## src/rtl/bus_route_pkg.sv

```systemverilog
package bus_route_pkg;
  typedef enum logic [2:0] {
    CYC_NONE,
    CYC_MEM_RD,
    CYC_MEM_WR,
    CYC_IO_RD,
    CYC_IO_WR
  } cyc_e;

  typedef enum logic [2:0] {
    SRC_NONE,
    SRC_RAM,
    SRC_ROM_LO,
    SRC_ROM_HI,
    SRC_ZERO
  } src_e;
endpackage

```

## src/rtl/bus_cycle_classify.sv

```systemverilog
module bus_cycle_classify
  import bus_route_pkg::*;
(
  input  logic mreq_i,
  input  logic iorq_i,
  input  logic rd_i,
  input  logic wr_i,
  output cyc_e cyc_o
);
  logic one_req;
  logic one_dir;

  assign one_req = mreq_i ^ iorq_i;
  assign one_dir = rd_i ^ wr_i;

  always_comb begin
    cyc_o = CYC_NONE;
    if (one_req && one_dir) begin
      if (mreq_i) cyc_o = rd_i ? CYC_MEM_RD : CYC_MEM_WR;
      else        cyc_o = rd_i ? CYC_IO_RD  : CYC_IO_WR;
    end
  end
endmodule

```

## src/rtl/bus_window_decode.sv

```systemverilog
module bus_window_decode #(
  parameter int ADDR_W = 16,
  parameter int ROM_W  = 14
) (
  input  logic [ADDR_W-1:0] addr_i,
  output logic              in_lo_o,
  output logic              in_hi_o
);
  localparam int PAGE_W = ADDR_W - ROM_W;

  logic [PAGE_W-1:0] page;

  assign page    = addr_i[ADDR_W-1:ROM_W];
  assign in_lo_o = (page == {PAGE_W{1'b0}});
  assign in_hi_o = (page == {PAGE_W{1'b1}});
endmodule

```

## src/rtl/bus_select_gen.sv

```systemverilog
module bus_select_gen
  import bus_route_pkg::*;
(
  input  cyc_e cyc_i,
  input  logic in_lo_i,
  input  logic in_hi_i,
  input  logic lo_en_i,
  input  logic hi_en_i,
  output logic ram_cs_o,
  output logic ram_we_o,
  output logic lo_cs_o,
  output logic hi_cs_o,
  output src_e src_o
);
  always_comb begin
    ram_cs_o = 1'b0;
    ram_we_o = 1'b0;
    lo_cs_o  = 1'b0;
    hi_cs_o  = 1'b0;
    src_o    = SRC_NONE;
    unique case (cyc_i)
      CYC_MEM_RD: begin
        if (in_lo_i && lo_en_i) begin
          lo_cs_o = 1'b1;
          src_o   = SRC_ROM_LO;
        end else if (in_hi_i && hi_en_i) begin
          hi_cs_o = 1'b1;
          src_o   = SRC_ROM_HI;
        end else begin
          ram_cs_o = 1'b1;
          src_o    = SRC_RAM;
        end
      end
      // writes ignore overlays: RAM lies under every ROM
      CYC_MEM_WR: begin
        ram_cs_o = 1'b1;
        ram_we_o = 1'b1;
      end
      CYC_IO_RD: src_o = SRC_ZERO;
      default: ;
    endcase
  end
endmodule

```

## src/rtl/bus_rdata_mux.sv

```systemverilog
module bus_rdata_mux
  import bus_route_pkg::*;
#(
  parameter int DATA_W = 8
) (
  input  logic              clk_i,
  input  logic              rst_ni,
  input  src_e              src_i,
  input  logic [DATA_W-1:0] ram_rdata_i,
  input  logic [DATA_W-1:0] lo_rdata_i,
  input  logic [DATA_W-1:0] hi_rdata_i,
  output logic [DATA_W-1:0] rdata_o
);
  src_e src_q;

  // memories answer one cycle after select; follow them
  always_ff @(posedge clk_i or negedge rst_ni) begin
    if (!rst_ni) src_q <= SRC_NONE;
    else         src_q <= src_i;
  end

  always_comb begin
    unique case (src_q)
      SRC_RAM:    rdata_o = ram_rdata_i;
      SRC_ROM_LO: rdata_o = lo_rdata_i;
      SRC_ROM_HI: rdata_o = hi_rdata_i;
      default:    rdata_o = '0;
    endcase
  end

  AST_LO_RETURN: assert property (@(posedge clk_i) disable iff (!rst_ni)
    (src_i == SRC_ROM_LO) |=> (rdata_o == lo_rdata_i));
  AST_HI_RETURN: assert property (@(posedge clk_i) disable iff (!rst_ni)
    (src_i == SRC_ROM_HI) |=> (rdata_o == hi_rdata_i));
endmodule

```

## src/rtl/cpu_bus_router.sv

```systemverilog
module cpu_bus_router
  import bus_route_pkg::*;
#(
  parameter int ADDR_W = 16,
  parameter int DATA_W = 8,
  parameter int ROM_W  = 14
) (
  input  logic              clk_i,
  input  logic              rst_ni,
  input  logic [ADDR_W-1:0] addr_i,
  input  logic [DATA_W-1:0] wdata_i,
  input  logic              mreq_i,
  input  logic              iorq_i,
  input  logic              rd_i,
  input  logic              wr_i,
  input  logic              rom_lo_en_i,
  input  logic              rom_hi_en_i,
  output logic [ADDR_W-1:0] ram_addr_o,
  output logic [DATA_W-1:0] ram_wdata_o,
  output logic              ram_cs_o,
  output logic              ram_we_o,
  input  logic [DATA_W-1:0] ram_rdata_i,
  output logic [ROM_W-1:0]  rom_addr_o,
  output logic              rom_lo_cs_o,
  input  logic [DATA_W-1:0] rom_lo_rdata_i,
  output logic              rom_hi_cs_o,
  input  logic [DATA_W-1:0] rom_hi_rdata_i,
  output logic [DATA_W-1:0] rdata_o
);
  cyc_e cyc;
  src_e src;
  logic in_lo;
  logic in_hi;

  bus_cycle_classify u_classify (
    .mreq_i (mreq_i),
    .iorq_i (iorq_i),
    .rd_i   (rd_i),
    .wr_i   (wr_i),
    .cyc_o  (cyc)
  );

  bus_window_decode #(
    .ADDR_W (ADDR_W),
    .ROM_W  (ROM_W)
  ) u_window (
    .addr_i  (addr_i),
    .in_lo_o (in_lo),
    .in_hi_o (in_hi)
  );

  bus_select_gen u_select (
    .cyc_i    (cyc),
    .in_lo_i  (in_lo),
    .in_hi_i  (in_hi),
    .lo_en_i  (rom_lo_en_i),
    .hi_en_i  (rom_hi_en_i),
    .ram_cs_o (ram_cs_o),
    .ram_we_o (ram_we_o),
    .lo_cs_o  (rom_lo_cs_o),
    .hi_cs_o  (rom_hi_cs_o),
    .src_o    (src)
  );

  bus_rdata_mux #(
    .DATA_W (DATA_W)
  ) u_mux (
    .clk_i       (clk_i),
    .rst_ni      (rst_ni),
    .src_i       (src),
    .ram_rdata_i (ram_rdata_i),
    .lo_rdata_i  (rom_lo_rdata_i),
    .hi_rdata_i  (rom_hi_rdata_i),
    .rdata_o     (rdata_o)
  );

  assign ram_addr_o  = addr_i;
  assign ram_wdata_o = wdata_i;
  assign rom_addr_o  = addr_i[ROM_W-1:0];

  localparam int PAGE_W = ADDR_W - ROM_W;
  logic mem_rd_bus;
  logic mem_wr_bus;
  logic io_rd_bus;
  logic io_wr_bus;
  logic page_lo;
  logic page_hi;
  assign mem_rd_bus = mreq_i && !iorq_i && rd_i && !wr_i;
  assign mem_wr_bus = mreq_i && !iorq_i && wr_i && !rd_i;
  assign io_rd_bus  = iorq_i && !mreq_i && rd_i && !wr_i;
  assign io_wr_bus  = iorq_i && !mreq_i && wr_i && !rd_i;
  assign page_lo    = (addr_i[ADDR_W-1:ROM_W] == {PAGE_W{1'b0}});
  assign page_hi    = (addr_i[ADDR_W-1:ROM_W] == {PAGE_W{1'b1}});

  AST_LO_SELECT: assert property (@(posedge clk_i) disable iff (!rst_ni)
    (mem_rd_bus && page_lo && rom_lo_en_i) |-> (rom_lo_cs_o && !ram_cs_o));
  AST_HI_SELECT: assert property (@(posedge clk_i) disable iff (!rst_ni)
    (mem_rd_bus && page_hi && rom_hi_en_i) |-> (rom_hi_cs_o && !ram_cs_o));
  AST_MID_RAM: assert property (@(posedge clk_i) disable iff (!rst_ni)
    (mem_rd_bus && !page_lo && !page_hi) |-> (ram_cs_o && !ram_we_o));
  AST_OVERLAY_OFF: assert property (@(posedge clk_i) disable iff (!rst_ni)
    (mem_rd_bus && ((page_lo && !rom_lo_en_i) || (page_hi && !rom_hi_en_i)))
      |-> (ram_cs_o && !rom_lo_cs_o && !rom_hi_cs_o));
  AST_WRITE_RAM: assert property (@(posedge clk_i) disable iff (!rst_ni)
    mem_wr_bus |-> (ram_cs_o && ram_we_o && !rom_lo_cs_o && !rom_hi_cs_o));
  AST_IO_WR_QUIET: assert property (@(posedge clk_i) disable iff (!rst_ni)
    io_wr_bus |-> !(ram_cs_o || rom_lo_cs_o || rom_hi_cs_o));
  AST_IO_RD_ZERO: assert property (@(posedge clk_i) disable iff (!rst_ni)
    io_rd_bus |=> (rdata_o == '0));
  AST_SEL_EXCL: assert property (@(posedge clk_i) disable iff (!rst_ni)
    $onehot0({ram_cs_o, rom_lo_cs_o, rom_hi_cs_o}) && (!ram_we_o || ram_cs_o));
  AST_IDLE_QUIET: assert property (@(posedge clk_i) disable iff (!rst_ni)
    (!mreq_i && !iorq_i) |-> !(ram_cs_o || ram_we_o || rom_lo_cs_o || rom_hi_cs_o));
  AST_NONREAD_ZERO: assert property (@(posedge clk_i) disable iff (!rst_ni)
    !(mem_rd_bus) |=> (rdata_o == '0 || $past(mem_rd_bus)));
endmodule

```

## config.mk

```make
export PLATFORM = sky130hd
export DESIGN_NAME = cpu_bus_router
export DESIGN_NICKNAME = d
export VERILOG_FILES = /design/src/rtl/bus_route_pkg.sv /design/src/rtl/bus_cycle_classify.sv /design/src/rtl/bus_window_decode.sv /design/src/rtl/bus_select_gen.sv /design/src/rtl/bus_rdata_mux.sv /design/src/rtl/cpu_bus_router.sv
export SDC_FILE = /design/constraint.sdc
export NUM_CORES = 1
export LEC_CHECK = 0
export ABC_CLOCK_PERIOD_IN_PS = 2400
export CELL_PAD_IN_SITES_DETAIL_PLACEMENT = 1
export CELL_PAD_IN_SITES_GLOBAL_PLACEMENT = 2
export CORE_UTILIZATION = 11
export DETAILED_ROUTE_END_ITERATION = 8
export GPL_TIMING_DRIVEN = 0
export PLACE_DENSITY_LB_ADDON = 0.1
export SLEW_MARGIN = 10
export SYNTH_ARGS = -nofsm -noshare
export SYNTH_HDL_FRONTEND = slang
export SYNTH_HIERARCHICAL = 1
export SYNTH_SLANG_ARGS = --single-unit
```

## constraint.sdc

```tcl
create_clock -name clk_i -period 2.4 [get_ports clk_i]
set_input_delay 0.48 -clock clk_i [delete_from_list [all_inputs] [get_ports clk_i]]
set_output_delay 0.48 -clock clk_i [all_outputs]
set_load 0.01 [all_outputs]
```

==> impl_metrics.json <==
{
  "crit_cells": 7,
  "ys_seq_area_share_pct": 10.3,
  "tightest_slew_ns": 0.394,
  "largest_register_ffs": 3,
  "vias": 941,
  "nets": 240,
  "cts_buffers": 3,
  "p_leak_uw": 0.000728,
  "ys_types": 23,
  "cts_tree": "done",
  "dp_slack_ns": -0.768,
  "grt_pass1_wl_um": 4330,
  "hold_buffers": 0,
  "status": "finished, final reports clean",
  "clockRootBuffer": "clkbuf_8",
  "cts_buffer_depth": 2,
  "seqCellArea_um2": 75.1,
  "internal-power_uw": 347,
  "antenna_cells": 0,
  "worstSetupPathType": "input pin to primary output",
  "arrival_ns": 1.86,
  "grt_pass1_vias": 985,
  "overflow": 0,
  "cap_violations": 0,
  "dieHeight_um": 83.5,
  "max_stage_delay_ns": 0.43,
  "path_cells": "buf_2 > inv_1 > ha_1 > nor3b_2 > or3b_4 > nor3b_2 > buf_2",
  "portBuffers": 83,
  "initial_utilization_pct": 11.4,
  "cp_slowest_cell": "or3b_4",
  "p_per_area_nw_per_um2": 273,
  "synth_top_area_cell": "buf_4",
  "max_freq_mhz": 428,
  "final_antenna_net_count": 0,
  "ir_worst_vdd_uv": 107,
  "p_seq_share_pct": 11.2,
  "io_pins": 106,
  "syn_nets": 150,
  "synth_top_area_share_pct": 39.0,
  "worstSetupStartpointType": "input pin",
  "path_max_fanout": 4,
  "fillers": 765,
  "largestRegisters": "u_mux/src_q: 3 flops",
  "required_ns": 1.92,
  "clk_pin_slew_ns": 0.03,
  "top_register": "u_mux/src_q",
  "cts_num_sinks": 3,
  "multi_input_area_um2": 344,
  "synthCells": 93,
  "initialDrtViolationCount": 1,
  "rows": 29,
  "grt_max_degree": 11,
  "syn_to_final_growth_pct": 136,
  "avgViaCountPerCell": 3.63,
  "crit_family": "simple AND/OR/NAND/NOR gates",
  "antenna_found_initial": 0,
  "fin_crit_sh_pct": 97.3,
  "p_sw_share_pct": 26.4,
  "core_area_um2": 6390,
  "gp_congestion": 0.814,
  "place_hpwl_um": 2370,
  "relSlewSlack_pct": 73.7,
  "hold_class": "input pin to asynchronous set/reset pin",
  "avgRoutedWirePerCell_um": 10.9,
  "maxSlewViolCount": 0,
  "worst-path-buf-inv": 3,
  "setup_ws_ns": 0.0649,
  "holdWs_ns": 0.442,
  "ys_top_cells_by_area": "buf_4 39%, mux2i_1 11%, dfrtp_1 10%",
  "post-route-drc-count": 0,
  "h-tree-depth": 1,
  "die-area_um2": 6970,
  "p_sw_uw": 124,
  "grt_usage_pct": 7.42,
  "avgSynthCellArea_um2": 7.86,
  "firstDrtPassIters": 3,
  "synth.cell_area_um2": 731,
  "wirelength_um": 2830,
  "rsz0062_at_grt": "false",
  "die_x_um": 83.5,
  "synth-seq-cells": 3,
  "fin_crit_ns": 2.34,
  "final_cells": 259,
  "hold_viol_final": 0,
  "place_inst": 253,
  "yosysWarnings": 6,
  "clockPowerShare_pct": 31.3,
  "finalSetupViolCount": 0,
  "power_frac_comb_pct": 57.5,
  "end_kind": "primary output",
  "final_layout_size_suffix_gt1_share_pct": 33.0
}
==> layout by cell type (no fill, tap or decap), types with 2 or more instances in the layout <==
| cell type | instances |
|---|---|
| dfrtp_1 | 3 |
| buf_2 | 5 |
| clkbuf_8 | 3 |
| nand2_1 | 2 |
| clkdlybuf4s50_1 | 74 |
| inv_1 | 2 |
| xnor2_2 | 2 |
| mux2i_1 | 8 |
| nor2_1 | 4 |
| dlygate4sd2_1 | 3 |
| buf_4 | 40 |
| a211oi_1 | 7 |
| nor3b_2 | 2 |
| a21oi_1 | 10 |
==> what timing repair did <==
item / CTS / global route
endpoints found under the setup margin: 4 / 5
pin swaps: 4 / 4
buffers inserted: 2 / 0
gates resized for setup: 27 / 4
==> worst max-delay path by stage <==
stage,endpoint,from,slack (ns)
3_3_place_gp,rom_hi_cs_o,mreq_i,-0.71
6_report,rom_hi_cs_o,mreq_i,0.06
5_1_grt,rom_hi_cs_o,rd_i,0.002
4_1_cts,rom_hi_cs_o,rd_i,0.009
2_1_floorplan,rom_hi_cs_o,mreq_i,0.34
3_5_place_dp,rom_hi_cs_o,mreq_i,-0.77
==> synth_stat cells (all sizes together) <==
library cell and instances:
a211oi 8, nand2 2, ha 1, a22o 1
xnor2 2, buf 42, or3b 1, clkbuf 1
nand2b 1, and2 1, inv 3, nor3 1
nor2 4, a21oi 10, dfrtp 3, nor3b 3
mux2i 8, o22ai 1
==> routing by layer <==
layer / share of wire (%) / wire, um / GRT usage (%) / up-vias
met4: 0.50 / 14 / 1.85 / 0
met1: 38 / 1090 / 8.23 / 421
li1: - / - / - / 454
met5: 0 / 0 / 0 / -
met3: 9.8 / 276 / 2.27 / 2
met2: 51 / 1450 / 13.7 / 64
==> layout make-up <==
class	instances	share of cell area [%]
timing repair buffer	85	47.5
multi-input combinational	44	20.0
buffer	43	19.3
tap	77	5.59
sequential	3	4.35
clock buffer	4	2.61
inverter	3	0.653
==> power groups by stage <==
stage / sequential [uW] / combinational (uW) / clock, uW
2_1_floorplan: 53.3 / 114 / 0
3_3_place_gp: 53.4 / 265 / 0
3_5_place_dp: 53.6 / 269 / 0
4_1_cts: 53.0 / 272 / 153
5_1_grt: 53.1 / 288 / 154
6_report: 52.9 / 270 / 147
==> logic make-up (layout without fill, tap and decap cells) <==
kind of cell,after synthesis,after routing,synth area share [%]
multiplexers,8,8,11.0
flip-flops,3,3,10.3
buffers and inverters,46,135,46.7
AND/OR/NAND/NOR,13,13,10.8
AO/OA/AOI/OAI,20,20,17.1
XOR/XNOR,2,2,2.40
adder cells (fa/ha/maj),1,1,1.71
==> stage by stage <==
stage / TNS, ns / cell area [um2] / power, uW / utilization (%)
floorplan: 0 / 731 / 167 / -
global placement: -2.43 / 1660 / 318 / 26.0
detailed placement: -2.52 / 1660 / 322 / 26.0
CTS: 0 / 1720 / 478 / 26.9
global route: 0 / 1720 / 495 / 27.0
finish: 0 / 1720 / 471 / 27.0
No activity file was read; power rests on OpenSTA's default activity.
